`src/rtl/burst_addr_seq_pkg.sv`:
```
// Package: shared action type and the burst ordering function.
// Assumes a burst length that is a power of two.
package burst_addr_seq_pkg;

    typedef enum logic [1:0] {
        ACT_HOLD = 2'd0,
        ACT_LOAD = 2'd1,
        ACT_STEP = 2'd2
    } seq_act_t;

    // Maps start low bits and count to the low address bits for one order.
    function automatic logic [1:0] order_low(input logic [1:0] start_lo,
                                             input logic [1:0] count,
                                             input logic       il);
        order_low = il ? (start_lo ^ count) : (start_lo + count);
    endfunction

endpackage

```
`src/rtl/burst_seq_decode.sv`:
```
// Module: burst_seq_decode
// Decides whether a cycle loads, steps or holds. The processor strobe is
// qualified by enable bit 0 and wins. The controller strobe needs every
// enable. Any strobe blocks stepping. Assumes NCE >= 1.
module burst_seq_decode
    import burst_addr_seq_pkg::*;
#(
    parameter int NCE = 3
) (
    input  logic           strobe_proc,
    input  logic           strobe_ctl,
    input  logic [NCE-1:0] chip_en,
    input  logic           advance,
    input  logic           cnt_full,
    output seq_act_t       act
);
    logic proc_ok;
    logic ctl_ok;

    assign proc_ok = strobe_proc && chip_en[0];
    assign ctl_ok  = strobe_ctl && (&chip_en);

    // Priority decision for this cycle.
    always_comb begin
        if (proc_ok || ctl_ok)
            act = ACT_LOAD;
        else if (!strobe_proc && !strobe_ctl && advance && !cnt_full)
            act = ACT_STEP;
        else
            act = ACT_HOLD;
    end
endmodule

```
`src/rtl/burst_seq_counter.sv`:
```
// Module: burst_seq_counter
// Holds the low bits of the burst start and the step count. The count
// stops at BURST_LEN-1. Assumes LOW_W = log2(BURST_LEN).
module burst_seq_counter
    import burst_addr_seq_pkg::*;
#(
    parameter int LOW_W = 2
) (
    input  logic             clk,
    input  logic             rst_n,
    input  seq_act_t         act,
    input  logic [LOW_W-1:0] load_lo,
    output logic [LOW_W-1:0] start_lo,
    output logic [LOW_W-1:0] count,
    output logic [LOW_W-1:0] count_nxt,
    output logic             cnt_full
);
    localparam logic [LOW_W-1:0] CNT_MAX = {LOW_W{1'b1}};

    assign cnt_full  = (count == CNT_MAX);
    assign count_nxt = count + 1'b1;

    // Capture the start bits on a load; advance the count on a step.
    always_ff @(posedge clk) begin
        if (!rst_n) begin
            start_lo <= '0;
            count    <= '0;
        end else if (act == ACT_LOAD) begin
            start_lo <= load_lo;
            count    <= '0;
        end else if (act == ACT_STEP) begin
            count    <= count_nxt;
        end
    end
endmodule

```
`src/rtl/burst_seq_order.sv`:
```
// Module: burst_seq_order
// Combinational: forms the low address bits for a given count in the
// selected order. Assumes LOW_W = 2, the width of the ordering function.
module burst_seq_order
    import burst_addr_seq_pkg::*;
#(
    parameter int LOW_W = 2
) (
    input  logic [LOW_W-1:0] start_lo,
    input  logic [LOW_W-1:0] count,
    input  logic             order_il,
    output logic [LOW_W-1:0] low_out
);
    // Apply the ordering rule.
    always_comb low_out = order_low(start_lo, count, order_il);
endmodule

```
`src/rtl/burst_addr_seq.sv`:
```
// Module: burst_addr_seq (top)
// Loads a start address on a qualified strobe, then steps the two low bits
// in counting or XOR order for up to three advance cycles. The upper bits
// stay fixed. The output is a register.
// Assumes BURST_LEN = 4 and AW > 2.
module burst_addr_seq
    import burst_addr_seq_pkg::*;
#(
    parameter int AW        = 18,
    parameter int NCE       = 3,
    parameter int BURST_LEN = 4
) (
    input  logic           clk,
    input  logic           rst_n,
    input  logic [AW-1:0]  ext_addr,
    input  logic           strobe_proc,
    input  logic           strobe_ctl,
    input  logic [NCE-1:0] chip_en,
    input  logic           advance,
    input  logic           order_il,
    output logic [AW-1:0]  mem_addr
);
    localparam int LOW_W = $clog2(BURST_LEN);

    seq_act_t         act;
    logic             cnt_full;
    logic [LOW_W-1:0] start_lo;
    logic [LOW_W-1:0] count;
    logic [LOW_W-1:0] count_nxt;
    logic [LOW_W-1:0] low_nxt;

    burst_seq_decode #(.NCE(NCE)) u_decode (
        .strobe_proc (strobe_proc),
        .strobe_ctl  (strobe_ctl),
        .chip_en     (chip_en),
        .advance     (advance),
        .cnt_full    (cnt_full),
        .act         (act)
    );

    burst_seq_counter #(.LOW_W(LOW_W)) u_counter (
        .clk       (clk),
        .rst_n     (rst_n),
        .act       (act),
        .load_lo   (ext_addr[LOW_W-1:0]),
        .start_lo  (start_lo),
        .count     (count),
        .count_nxt (count_nxt),
        .cnt_full  (cnt_full)
    );

    burst_seq_order #(.LOW_W(LOW_W)) u_order (
        .start_lo (start_lo),
        .count    (count_nxt),
        .order_il (order_il),
        .low_out  (low_nxt)
    );

    // Output register: load the full address or replace only the low bits.
    always_ff @(posedge clk) begin
        if (!rst_n)
            mem_addr <= '0;
        else if (act == ACT_LOAD)
            mem_addr <= ext_addr;
        else if (act == ACT_STEP)
            mem_addr <= {mem_addr[AW-1:LOW_W], low_nxt};
    end
endmodule

```
`config.mk`:
```
export PLATFORM = sky130hd
export DESIGN_NAME = burst_addr_seq
export DESIGN_NICKNAME = d
export VERILOG_FILES = /design/src/rtl/burst_addr_seq_pkg.sv /design/src/rtl/burst_seq_decode.sv /design/src/rtl/burst_seq_counter.sv /design/src/rtl/burst_seq_order.sv /design/src/rtl/burst_addr_seq.sv
export SDC_FILE = /design/constraint.sdc
export NUM_CORES = 1
export LEC_CHECK = 0
export BUFFER_PORTS_ARGS = -buffer_cell sky130_fd_sc_hd__buf_2
export CAP_MARGIN = 10
export CORE_MARGIN = 2
export CORE_UTILIZATION = 48
export DETAILED_ROUTE_END_ITERATION = 7
export MAX_ROUTING_LAYER = met4
export PLACE_DENSITY = 0.9
export SLEW_MARGIN = 5
export SYNTH_ARGS = -nofsm -noshare
export SYNTH_HDL_FRONTEND = slang
export SYNTH_SLANG_ARGS = --single-unit
```
`constraint.sdc`:
```
create_clock -name clk -period 2.9 [get_ports clk]
set_input_delay 0.725 -clock clk [delete_from_list [all_inputs] [get_ports clk]]
set_output_delay 0.725 -clock clk [all_outputs]
set_load 0.03 [all_outputs]
```
---- After elaboration in Yosys (flattened, before gate mapping) ----
Cells that the tools add are included.
cells by class
  add/sub/neg operators ................... 2
  equality and inequality tests ........... 3
  muxes and demuxes ....................... 5
  bitwise gates (word level) .............. 2
  reductions and logical operators ........ 12
operator list
  kind                                                  count
  two-way mux 18 bit                                    1
  two-way mux 2 bit                                     4
  logical AND 1 bit                                     5
  equality test 2 bit (second input constant)           2
  logical NOT 1 bit                                     3
  AND reduction 3 bit                                   1
  adder 2 x 1 -> 2 bit (second input constant)          1
  adder 2 bit                                           1
  equality test 2 x 1 -> 1 bit (second input constant)  1
  nonzero test 2 bit                                    1
  OR reduction 2 bit                                    1
  XOR 2 bit                                             1
  logical OR 1 bit                                      1
  inverter 1 bit                                        1
storage, ports and cells
  register bits after elaboration ......... 22
  input bits .............................. 27

---- Logic depth before layout (Yosys ltp) ----
  word-level depth ........................ 9
  depth in mapped cells ................... 5

---- Hierarchy ----
Synthesis repeated with hierarchy kept, for this count alone.
unflattened totals
  cell total of the unflattened synthesis .. 88
  area total of the unflattened synthesis .. 978.4 um^2
by module, submodules not included
  module             instances  cells an instance  area an instance (um^2)
  burst_addr_seq     1          62                 739.5
  burst_seq_counter  1          19                 175.2
  burst_seq_order    1          4                  36.3
  burst_seq_decode   1          3                  27.5

---- Least setup slack after synthesis ----
No wires, ideal clock.
  path type ............................... input port to flip-flop
  start point ............................. input strobe_ctl
  end point ............................... register mem_addr[1]
  arrival time ............................ 1.456 ns
  required time ........................... 2.773 ns
  setup slack ............................. 1.318 ns
  stages on the path ...................... 3
  cell sequence ........................... or4b_4 o2111ai_2 o211ai_2
on the way
  word-level cells in the longest chain between the ends .. 8
ends and longest elaborated chain
  what                                                                        RTL line                                    source
  from (decl)                                                                 burst_addr_seq.sv:17                        input logic strobe_ctl,
  logical NOT 1 bit                                                           burst_seq_decode.sv:27                      else if (!strobe_proc && !strobe_ctl && advance && !cnt_full)
  logical AND 1 bit (3 in series)                                             burst_seq_decode.sv:27
  two-way mux 2 bit                                                           burst_seq_decode.sv:27
  two-way mux 2 bit *                                                         burst_seq_decode.sv:25                      if (proc_ok || ctl_ok)
  equality test 2 x 1 -> 1 bit / equality test 2 bit (equally long branches)  burst_addr_seq.sv:63, burst_addr_seq.sv:65
  two-way mux 18 bit / nonzero test 2 bit (equally long branches)             -
  to (signal assigned)                                                        burst_addr_seq.sv:64                        mem_addr <= ext_addr;
  to (signal assigned)                                                        burst_addr_seq.sv:66                        mem_addr <= {mem_addr[AW-1:LOW_W], low_nxt};
  to (decl)                                                                   burst_addr_seq.sv:21                        output logic [AW-1:0] mem_addr
Mark *: on every way between the ends. The rest lies on a longest branch, timed or not. The select of a mux whose other input is x is not followed.
A chain may end at the register's enable or synchronous reset.

---- Worst setup path after layout ----
  start point ............................. input chip_en[0]
  end point ............................... register mem_addr[1]
on the way
  word-level cells in the longest chain between the ends .. 6
ends and longest elaborated chain
  what                                                                        RTL line                                    source
  from (decl)                                                                 burst_addr_seq.sv:18                        input logic [NCE-1:0] chip_en,
  AND reduction 3 bit                                                         burst_seq_decode.sv:21                      assign ctl_ok = strobe_ctl && (&chip_en);
  logical AND 1 bit                                                           burst_seq_decode.sv:21
  logical OR 1 bit *                                                          burst_seq_decode.sv:25
  two-way mux 2 bit *                                                         burst_seq_decode.sv:25
  equality test 2 x 1 -> 1 bit / equality test 2 bit (equally long branches)  burst_addr_seq.sv:63, burst_addr_seq.sv:65
  two-way mux 18 bit / nonzero test 2 bit (equally long branches)             -
Marks and branches as above.

==> results.py <==
metrics = {
    "outcome": {
        "status": "completed",
    },
    "logic_synthesis": {
        "syn_inst": 112,
        "avgSynthCellArea_sq_um": 8.58,
        "ys_seq_elements": 22,
        "synth-seq-area-share_pct": 45.8,
        "ys_warn_count": 0,
        "yosysMostFrequentCell": "dfxtp_1",
        "async_reset_ff_share_pct": 0,
        "synth.area.top_cells": "dfxtp_1 (46%), a21oi_1 (9.4%), nand3_1 (9.4%)",
        "yosys-top-cells-count": "dfxtp_1 (22), a21oi_1 (18), nand3_1 (18), o21ai_1 (18), nand2_1 (6)",
        "synth-edff-count": 0,
        "synth_nets": 141,
        "synth_top_cell_by_area": "dfxtp_1",
        "ys.flop_type": "dfxtp_1",
        "syn_area_sq_um": 961,
        "synth_top_area_share_pct": 45.8,
        "synth_cell_types": 23,
    },
    "global_route": {
        "grt_pass1_wl_mm": 4.08,
        "globalRouteTotalUtil_pct": 21.7,
        "antenna_found_initial": 0,
        "grt_pass1_vias": 944,
        "grt_max_degree": 23,
        "gr-total-overflow": 0,
    },
    "final_layout": {
        "n_fill_cell": 182,
        "antenna_cells": 0,
        "design_area_sq_mm": 0.00121,
        "stdcell_count": 177,
        "area_delta_synth_final_pct": 25.7,
        "drive_gt1_share_pct": 36.0,
        "nets": 181,
    },
    "cts": {
        "hold_buffers": 0,
        "cts_resized": 0,
        "cts_setup_buffers": 0,
        "clkLatencyLatePin_ns": 0.30,
        "cts_root_buf": "clkbuf_4",
        "clk_path_buf_depth": 2,
        "cts_tree": "built",
        "htreeDepth": 1,
        "clk_pin_slew_ns": 0.11,
        "cts_buffers": 3,
        "numClockSinks": 22,
    },
    "route": {
        "vias": 960,
        "dr.first_iter.drc_count": 24,
        "viasPerCell": 5.42,
        "finalWirelength_mm": 2.30,
        "ant_nets": 0,
        "wl_per_cell_um": 13.0,
        "first_pass_iters": 4,
        "drc": 0,
    },
    "job": {
        "maxCapViolCount": 0,
    },
    "sta": {
        "timing.hold.ws_ns": 0.485,
        "post-route-min-period_ns": 1.67,
        "worstMarginPinSlew_ns": 0.602,
        "rsz0062_at_grt": "no",
        "finalSetupTns_ns": 0,
        "setup_viol": 0,
        "finalCritPeriodShare_pct": 57.6,
        "timing.final.hold_violations": 0,
        "finClkSkew_ns": 0.00357,
        "relSlewSlack_pct": 59.8,
        "max_freq_ghz": 0.598,
        "maxSlewViolCount": 0,
    },
    "place": {
        "dpl.hpwl_mm": 1.72,
        "portBuffers": 44,
        "placed_cell_area_sq_mm": 0.00118,
        "place_congestion": 0.773,
        "dp.cells": 174,
    },
    "floorplan": {
        "io-pin-count": 45,
        "fp.dieW_um": 48.7,
        "rows": 16,
        "dieArea_sq_mm": 0.00238,
        "core_sq_mm": 0.00192,
        "die_y_um": 48.7,
        "start_util_pct": 50.0,
    },
    "setup_path": {
        "crit_fanout": 22,
        "rr_startpoint": "u_counter.count[0]",
        "cp-end-kind": "flop",
        "startpoint": "chip_en[0]",
        "endpoint": "mem_addr[1]",
        "reg2regPathDepth": 4,
        "r2r_end": "mem_addr[1]",
        "critPathLaunchType": "primary input",
        "setup.reg_to_reg.worst_slack_ns": 1.45,
        "cp.arrival_ns": 1.86,
        "crit_type": "in2reg",
        "cp.required_ns": 3.09,
    },
    "power": {
        "ir_drop_uv": 390,
        "leakagePower_nw": 0.535,
        "power_density_mw_per_mm2": 479,
        "power_mw": 0.579,
    },
    "min_path": {
        "worst_hold_path_type": "reg2reg",
    },
}
## flip-flops by register name, indices dropped and copies added, names as in the netlist
signal / flops
u_counter.start_lo: 2
mem_addr: 18
u_counter.count: 2
## per-layer routing
layer  vias to the layer above  track usage [%]  share of wire, %
li1                        484                -                 -
met2                        39             37.7                51
met4                         0             5.24              0.65
met1                       435             25.7                43
met5                         -                -                 0
met3                         2             4.32               5.1
## worst max-delay path: stages
cell       delay [ns]
buf_2            0.32
inv_1            0.37
o2111ai_2        0.31
o211ai_2         0.12
## power by group
group          internal [mW]  switching [mW]
registers              0.318         0.00734
logic                 0.0426          0.0785
clock network         0.0484          0.0843
## layout by cell type (no fill, tap or decap), types with 2 or more instances in the layout
cell	synthesis	layout
a21oi_1	18	18
xnor2_1	2	2
dfxtp_1	22	22
clkbuf_4	0	3
nand2_1	6	6
inv_1	3	3
ha_1	2	2
buf_2	5	44
o21ai_1	18	18
nand3_1	18	18
## worst min path at each step
stage                        from            endpoint  slack [ns]  cells after the start
2_1_floorplan  u_counter.count[1]  u_counter.count[1]        0.46                      2
3_3_place_gp          mem_addr[9]         mem_addr[9]        0.46                      2
3_5_place_dp          mem_addr[5]         mem_addr[5]        0.47                      2
4_1_cts               mem_addr[5]         mem_addr[5]        0.49                      2
5_1_grt               mem_addr[7]         mem_addr[7]        0.50                      2
6_report              mem_addr[5]         mem_addr[5]        0.49                      2
## through the flow
stage	worst slack (ns)	utilization, %
floorplan	1.32	-
global placement	0.988	61.7
detailed placement	0.899	61.7
CTS	1.22	62.8
global route	1.16	62.8
finish	1.23	62.8
## cell families after synthesis
logic type,count (synthesis),share of synthesized area [%]
flip-flops,22,45.8
AO/OA/AOI/OAI,42,25.0
AND/OR/NAND/NOR,30,18.1
buffers and inverters,13,5.73
adder cells (fa/ha/maj),2,2.60
XOR/XNOR,3,2.73
## cell type report
cell class	instances	area, sq um	share of cell area (%)
multi-input combinational	77	472	39.1
sequential	22	440	36.5
timing repair buffer	45	228	18.9
tap	27	33.8	2.80
clock buffer	3	22.5	1.87
inverter	3	11.3	0.933
Power figures use the tool's default switching activity.
